$ cat config.mk
export PLATFORM = sky130hd
export DESIGN_NAME = wdt_timer
export DESIGN_NICKNAME = d
export VERILOG_FILES = /design/src/rtl/wdt_pkg.sv /design/src/rtl/wdt_regs.sv /design/src/rtl/wdt_prescaler.sv /design/src/rtl/wdt_expiry.sv /design/src/rtl/wdt_timer.sv
export SDC_FILE = /design/constraint.sdc
export NUM_CORES = 1
export LEC_CHECK = 0
export ABC_AREA = 1
export CORE_MARGIN = 2
export CORE_UTILIZATION = 53
export CTS_CLUSTER_SIZE = 24
export DETAILED_ROUTE_END_ITERATION = 6
export DONT_BUFFER_PORTS = 1
export PLACE_DENSITY = 0.68
export SLEW_MARGIN = 5
export SYNTH_ARGS = -nofsm -noshare
export SYNTH_HDL_FRONTEND = slang
export SYNTH_SLANG_ARGS = --single-unit
$ cat constraint.sdc
create_clock -name clk_i -period 4.4 [get_ports clk_i]
set_clock_uncertainty 0.15 [all_clocks]
set_input_delay 0.66 -clock clk_i [delete_from_list [all_inputs] [get_ports clk_i]]
set_output_delay 0.66 -clock clk_i [all_outputs]
set_load 0.1 [all_outputs]
$ cat src/rtl/wdt_pkg.sv
package wdt_pkg;
  localparam int unsigned REG_W  = 32;
  localparam int unsigned ADDR_W = 4;
  localparam int unsigned DIV_W  = 18;
  localparam int unsigned CNT_W  = 16;
  localparam int unsigned CNT_SH = 16;
  localparam int unsigned PULSE_LEN = 16;

  localparam logic [ADDR_W-1:0] OFF_CTRL = 4'h0;
  localparam logic [ADDR_W-1:0] OFF_TMO  = 4'h8;
  localparam logic [ADDR_W-1:0] OFF_KICK = 4'hC;

  localparam int unsigned B_DIV_EN = 25;
  localparam int unsigned B_CLK_EN = 24;
  localparam int unsigned B_RST_EN = 21;
  localparam int unsigned B_RUN    = 18;

  localparam logic [REG_W-1:0] CTRL_MASK =
      (REG_W'(1) << B_DIV_EN) | (REG_W'(1) << B_CLK_EN) |
      (REG_W'(1) << B_RST_EN) | (REG_W'(1) << B_RUN) |
      ((REG_W'(1) << DIV_W) - REG_W'(1));
endpackage

$ cat src/rtl/wdt_regs.sv
module wdt_regs
  import wdt_pkg::*;
#(
  parameter int unsigned DW = DIV_W,
  parameter int unsigned CW = CNT_W
) (
  input  logic              clk_i,
  input  logic              rst_ni,
  input  logic [ADDR_W-1:0] addr_i,
  input  logic              we_i,
  input  logic [REG_W-1:0]  wdata_i,
  input  logic [CW-1:0]     cnt_i,
  output logic [REG_W-1:0]  rdata_o,
  output logic              run_o,
  output logic              rst_en_o,
  output logic [DW-1:0]     div_o,
  output logic [CW-1:0]     tmo_o,
  output logic              kick_o
);
  logic [REG_W-1:0] ctrl_q;
  logic [CW-1:0]    tmo_q;

  always_ff @(posedge clk_i or negedge rst_ni) begin
    if (!rst_ni) begin
      ctrl_q <= '0;
      tmo_q  <= '0;
    end else if (we_i) begin
      if (addr_i == OFF_CTRL) ctrl_q <= wdata_i & CTRL_MASK;
      if (addr_i == OFF_TMO)  tmo_q  <= wdata_i[CW-1:0];
    end
  end

  assign kick_o   = we_i && (addr_i == OFF_KICK);
  assign run_o    = ctrl_q[B_DIV_EN] & ctrl_q[B_CLK_EN] & ctrl_q[B_RUN];
  assign rst_en_o = ctrl_q[B_RST_EN];
  assign div_o    = ctrl_q[DW-1:0];
  assign tmo_o    = tmo_q;

  always_comb begin
    rdata_o = '0;
    unique case (addr_i)
      OFF_CTRL: rdata_o = ctrl_q;
      OFF_TMO: begin
        rdata_o[CW-1:0]        = tmo_q;
        rdata_o[CNT_SH +: CW]  = cnt_i;
      end
      default: rdata_o = '0;
    endcase
  end
endmodule

$ cat src/rtl/wdt_prescaler.sv
module wdt_prescaler #(
  parameter int unsigned DW = 18
) (
  input  logic          clk_i,
  input  logic          rst_ni,
  input  logic          run_i,
  input  logic          clr_i,
  input  logic [DW-1:0] div_i,
  output logic          tick_o
);
  logic [DW-1:0] pre_q;
  logic          div_ok;
  logic          last;

  assign div_ok = div_i != '0;
  // >= keeps the wrap safe if the divisor shrinks mid-period
  assign last   = div_ok && (pre_q >= div_i - 1'b1);
  assign tick_o = run_i && !clr_i && last;

  always_ff @(posedge clk_i or negedge rst_ni) begin
    if (!rst_ni)               pre_q <= '0;
    else if (!run_i || clr_i)  pre_q <= '0;
    else if (last)             pre_q <= '0;
    else if (div_ok)           pre_q <= pre_q + 1'b1;
  end
endmodule

$ cat src/rtl/wdt_expiry.sv
module wdt_expiry #(
  parameter int unsigned CW        = 16,
  parameter int unsigned PULSE_LEN = 16
) (
  input  logic          clk_i,
  input  logic          rst_ni,
  input  logic          tick_i,
  input  logic          clr_i,
  input  logic [CW-1:0] tmo_i,
  input  logic          rst_en_i,
  output logic [CW-1:0] cnt_o,
  output logic          rst_req_o
);
  localparam int unsigned PW = $clog2(PULSE_LEN + 1);

  logic [CW-1:0] cnt_q;
  logic [CW-1:0] cnt_inc;
  logic [PW-1:0] pls_q;
  logic          below;
  logic          fire;

  assign below   = cnt_q < tmo_i;
  assign cnt_inc = cnt_q + 1'b1;
  assign fire    = tick_i && !clr_i && below && (cnt_inc == tmo_i);

  always_ff @(posedge clk_i or negedge rst_ni) begin
    if (!rst_ni)              cnt_q <= '0;
    else if (clr_i)           cnt_q <= '0;
    else if (tick_i && below) cnt_q <= cnt_inc;
  end

  // one pulse per expiry; a new expiry during a pulse does not stretch it
  always_ff @(posedge clk_i or negedge rst_ni) begin
    if (!rst_ni)                                pls_q <= '0;
    else if (fire && rst_en_i && pls_q == '0)   pls_q <= PW'(PULSE_LEN);
    else if (pls_q != '0)                       pls_q <= pls_q - 1'b1;
  end

  assign cnt_o     = cnt_q;
  assign rst_req_o = pls_q != '0;
endmodule

$ cat src/rtl/wdt_timer.sv
module wdt_timer
  import wdt_pkg::*;
#(
  parameter int unsigned DW        = DIV_W,
  parameter int unsigned CW        = CNT_W,
  parameter int unsigned PULSE_CYC = PULSE_LEN
) (
  input  logic              clk_i,
  input  logic              rst_ni,
  input  logic [ADDR_W-1:0] addr_i,
  input  logic              we_i,
  input  logic [REG_W-1:0]  wdata_i,
  output logic [REG_W-1:0]  rdata_o,
  output logic              rst_req_o
);
  logic          run_w;
  logic          rst_en_w;
  logic          kick_w;
  logic          tick_w;
  logic [DW-1:0] div_w;
  logic [CW-1:0] tmo_w;
  logic [CW-1:0] cnt_w;

  wdt_regs #(.DW(DW), .CW(CW)) i_regs (
    .clk_i    (clk_i),
    .rst_ni   (rst_ni),
    .addr_i   (addr_i),
    .we_i     (we_i),
    .wdata_i  (wdata_i),
    .cnt_i    (cnt_w),
    .rdata_o  (rdata_o),
    .run_o    (run_w),
    .rst_en_o (rst_en_w),
    .div_o    (div_w),
    .tmo_o    (tmo_w),
    .kick_o   (kick_w)
  );

  wdt_prescaler #(.DW(DW)) i_pre (
    .clk_i  (clk_i),
    .rst_ni (rst_ni),
    .run_i  (run_w),
    .clr_i  (kick_w),
    .div_i  (div_w),
    .tick_o (tick_w)
  );

  wdt_expiry #(.CW(CW), .PULSE_LEN(PULSE_CYC)) i_exp (
    .clk_i     (clk_i),
    .rst_ni    (rst_ni),
    .tick_i    (tick_w),
    .clr_i     (kick_w),
    .tmo_i     (tmo_w),
    .rst_en_i  (rst_en_w),
    .cnt_o     (cnt_w),
    .rst_req_o (rst_req_o)
  );
endmodule

# Word level (Yosys, flattened, before mapping)
# Index checks and enable logic that the tools add are counted.
# totals
regBits,77
output_inout_bits,33
# op_classes
add_sub_neg,4
n_lt_le_gt_ge,2
n_eq_ne,3
n_mux,8
bitwise_logic,2
reduce_logical,22
# op_table
cell,count
$pmux W32 S2,1
$mux W18,3
$mux W16,2
$add A18 B1 Y18 const B,1
$ge A18 B18 Y1,1
$reduce_bool A18 Y1,1
$sub A18 B1 Y18 const B,1
$add A16 B1 Y16 const B,1
$eq A16 B16 Y1,1
$lt A16 B16 Y1,1
$logic_and A1 B1 Y1,10
$mux W5,2
$eq A4 B4 Y1 const B,2
$logic_not A5 Y1,1
$reduce_bool A5 Y1,1
$sub A5 B1 Y5 const B,1
$logic_not A4 Y1,1
$reduce_and A2 Y1,2
$reduce_bool A2 Y1,2
$reduce_bool A3 Y1,1
$and A1 B1 Y1,2
$logic_not A1 Y1,2
$logic_or A1 B1 Y1,1

# Logic depth before layout (Yosys ltp)
# logic_depth
ltp_word,11
depth_mapped,22
depth_no_buf,22

# Cells and area by module
# A second synthesis with hierarchy kept.
# unflattened
cells_unflattened,888
area_unflattened_um2,6211.0
# by_module_without_submodules
module,n_inst,cells_per_inst,area_per_inst_um2,seq_area_each_um2
wdt_regs,1,290,2188.3,950.9
wdt_prescaler,1,317,2097.0,450.4
wdt_expiry,1,281,1925.6,525.5

# Worst setup path after synthesis
# No wires, ideal clock.
# synth_path
kind,input to output
from,in addr_i[1]
to,out rdata_o[0]
arrival_time_ns,3.477
required_time_ns,3.590
path_slack_ns,0.113
cell_stages,5
path_cell_list,nor2_1 > inv_1 > nor3_2 > inv_1 > o21ai_0
# synth_via
elab_chain_len,2
elab_cells_between_ends,3
classes_between,1 x eq/ne; 1 x mux; 1 x reduce/logical
# synth_lines
element,line_no,source
start: declaration,wdt_timer.sv:10,"input logic [ADDR_W-1:0] addr_i,"
$eq A4 B4 Y1 / $logic_not A4 Y1 (equally long branches),wdt_regs.sv:41,unique case (addr_i)
$pmux W32 S2 *,wdt_regs.sv:41,
end: declaration,wdt_timer.sv:13,"output logic [REG_W-1:0] rdata_o,"
# Mark *: on every way between the ends. The rest lies on a longest branch, timed or not.

# Worst setup path in the final report
# layout_path
from,reg i_regs.ctrl_q[4]
to,reg i_pre.pre_q[16]
# layout_via
elab_chain_len,5
elab_cells_between_ends,7
classes_between,1 x add/sub; 1 x order compare; 2 x mux; 3 x reduce/logical
# layout_lines
element,line_no,source
start: declaration,wdt_regs.sv:20,logic [REG_W-1:0] ctrl_q;
start signal: assignment,wdt_regs.sv:28,if (addr_i == OFF_CTRL) ctrl_q <= wdata_i & CTRL_MASK;
$sub A18 B1 Y18,wdt_prescaler.sv:17,assign last = div_ok && (pre_q >= div_i - 1'b1);
$ge A18 B18 Y1,wdt_prescaler.sv:17,
$logic_and A1 B1 Y1,wdt_prescaler.sv:17,
$mux W18,wdt_prescaler.sv:23,else if (last) pre_q <= '0;
$mux W18,wdt_prescaler.sv:22,else if (!run_i || clr_i) pre_q <= '0;
end signal: assignment,wdt_prescaler.sv:24,else if (div_ok) pre_q <= pre_q + 1'b1;
end: declaration,wdt_prescaler.sv:11,logic [DW-1:0] pre_q;
# Several ways; a longest one is shown, not always the timed one.
# A chain may end at the register's enable or synchronous reset.

==> key figures <==
Clock network
  • Post-CTS Setup Repair Bufs: 0
  • Clock buffer depth: 2
  • Clock sink total: between 70 and 80
  • H-tree levels: 3
  • Clk root buf: clkbuf_8
  • Worst skew pair latency: around 360 ps
  • CTS buffer count: 9
  • Worst-path clk slew: around 90 ps
  • CTS tree: built

Die
  • Die Span X: roughly 110 um
  • Chip height: between 100 and 150 um
  • Die area: about 11000 sq um
  • Initial Util: between 50% and 60%
  • Core Footprint: just over 10000 sq um
  • I/O Pins: 72
  • Row cnt: 37

STA
  • RSZ-0062 raised after global routing: false
  • Setup-failing EPs final: 0
  • Rel. slew slack: about two fifths
  • Tmin final: approximately 4000 ps
  • Final-report hold violation count: 0
  • Final Cycle Share: around nine tenths
  • Worst Tran Pin Value: just over 900 ps
  • Final worst slack: ~420 ps
  • Fin Setup TNS: 0 ps
  • Max Slew Vio Count: 0
  • Fmax: 0.251 GHz

Finish
  • Nets: between 800 and 900
  • Antenna diode count: 0
  • Filler instances: about 960
  • Share of layout cells above drive strength 1: 16.9%
  • P&R area growth vs syn: 13.2%
  • Most frequent cells in the layout: nand2_1, inv_1, dfrtp_1
  • Post-layout instance area: between 6000 and 7000 sq um
  • Most common cell after layout, fill and taps aside: nand2_1

Placement
  • DP HPWL: between 10000 and 15000 um
  • PortBufs: 0
  • Cell area after placement: between 6000 and 7000 sq um
  • Pre-CTS setup slack: 479 ps
  • GP Congestion: around 0.9

Yosys
  • Cell Area, Synth: ~5600 sq um
  • Post-synth ARST share: between 90% and 100%
  • Synth area leaders: dfrtp_1, nand2_1, ha_1
  • Number of synthesized flops with an enable pin: 0
  • Avg Inst Size Synth: 7.51 sq um
  • Syn. warnings: 0
  • Post-synth net total: ~820
  • Yosys cell types: 41
  • Biggest area consumer among synthesized cells: dfrtp_1
  • Synthesis-stage register bit count: 77
  • Post-Syn Instances: roughly 740
  • Main synth FF type: dfrtp_1
  • Top cell type's share of synthesized area: between 30% and 40%
  • Post-synthesis sequential area ratio: approximately 35%

GRT
  • Total Routing Usage GR: about a quarter
  • Initial antenna violation count: 0
  • Congestion Overflow GR: 0
  • Largest net degree at the start of global routing: 78
  • Global-route wire length before repair: between 20000 and 25000 um
  • Vias in the first global route: roughly 4800

Drt
  • Detailed Route WL: between 10000 and 15000 um
  • Vias per cell: 5.49
  • Vias: about 5000
  • DRT iter0 DRCs: between 300 and 400
  • Average wire per standard cell: 15.1 um
  • DRT antenna net count: 0
  • DR DRC count: 0
  • Drt first pass iters: 7

Worst setup path
  • Worst EP required: ~4500 ps
  • Setup CP Type: reg -> reg
  • FF-to-FF setup slack: 420 ps
  • Crit start category: flip-flop
  • Worst Setup End Kind: flip-flop
  • CP max FO: 17
  • Critical Path AT: around 4100 ps

Power and ir drop
  • Leak Pwr: between 3 and 4 nW
  • Peak supply drop: 0.000190 V
  • Cell Pwr Density: around 380 nW/um^2

Hold path
  • Hold WC Path Type: in -> async

Status
  • Status: finished clean

Flow run
  • Max_cap viols: 0
kinds of logic (layout without fill, tap and decap cells):
| kind of cell | Yosys count | after routing | share of synthesized area, % |
|---|---|---|---|
| DFF | 77 | 77 | 34.6 |
| AOI/OAI and AO/OA | 108 | 108 | 12.6 |
| xor gates and xnor gates | 32 | 32 | 5.52 |
| muxes | 4 | 4 | 0.808 |
| buffers and inverters | 127 | 161 | 9.07 |
| adders and majority gates | 38 | 38 | 8.53 |
| and+or+nand+nor | 356 | 356 | 28.9 |
sequential cells by signal, summed over array words and instances (netlist names):
register,flops
i_exp.cnt_o,16
i_pre.pre_q,18
i_regs.ctrl_q,22
i_regs.tmo_o,16
i_exp.pls_q,5
synthesized netlist by cell type, drive strengths merged, types with 2 or more instances:
| library cell | count |
|---|---|
| nand2 | 179 |
| inv | 110 |
| nor2 | 91 |
| dfrtp | 77 |
| o21ai | 54 |
| nand3 | 51 |
| ha | 38 |
| xor2 | 27 |
| nand4 | 21 |
| o31ai | 18 |
| a21oi | 16 |
| o22ai | 15 |
| clkbuf | 11 |
| nor3 | 8 |
| buf | 6 |
| mux2 | 4 |
| xnor2 | 3 |
| nor4 | 2 |
| o21a | 2 |
| xnor3 | 2 |
metrics by stage:
step / hold WS [ps] / util, % / std cells / total power, mW
floorplan: 214 / - / 742 / 1.54
global placement: 217 / 59.0 / 896 / 1.71
detailed placement: 217 / 59.0 / 896 / 1.75
CTS: 48.9 / 61.4 / 912 / 2.37
global route: 58.4 / 61.4 / 912 / 2.53
finish: 38.4 / 61.4 / 912 / 2.37
metal layers:
layer	vias up	GRT usage, %	share of wire (%)
met5	-	0	0
met4	0	9.65	1.8
met3	25	3.43	4.5
met2	123	43.8	49
met1	2378	32.8	44
li1	2480	-	-
worst max-delay path, cell delays in order, from the launching register on:
cell     delay [ps]
dfrtp_1         430
inv_1           160
nand2_1         130
nor2_1          130
nand2_1          90
nor4_2          250
nand2_1         150
nor2_1          160
nand3_1         110
xor2_1          140
inv_1            60
ha_1            290
nand2_1          70
nor2_1          190
nand3_1          90
nor2_1          100
nor2_1           40
nand3_1         110
inv_1            80
o21ai_2         630
o21ai_0         190
inv_1            90
nor2_1           40
power by group:
part	switching (mW)	internal (mW)
Clock	0.292	0.317
Sequential	0.119	0.810
Combinational	0.542	0.286
path summary, 6_finish.rpt:
kind / startpoint / endpoint / cells past startpoint
max in group asynchronous: rst_ni / i_exp.cnt_o[10] / 1
max reg2reg: i_regs.ctrl_q[4] / i_pre.pre_q[16] / 22
max: i_regs.ctrl_q[4] / i_pre.pre_q[16] / 22
min reg2reg: i_exp.pls_q[3] / i_exp.pls_q[3] / 1
min: rst_ni / i_pre.pre_q[5] / 1
min in group clk_i: wdata_i[18] / i_regs.ctrl_q[18] / 1
repair_timing:
action | in CTS | in global routing
hold endpoints to repair | 77 | 0
resized for setup | 0 | 0
hold buffers | 1 | 0
cell type report:
cell class	count	area (sq um)	share of cell area [%]
clock buffer	9	124	1.96
clock inverter	6	88.8	1.41
inverter	110	413	6.55
multi-input combinational	538	3280	52.0
sequential	77	1930	30.5
tap	136	170	2.70
timing repair buffer	36	303	4.80
(Power assumes the default switching activity.)
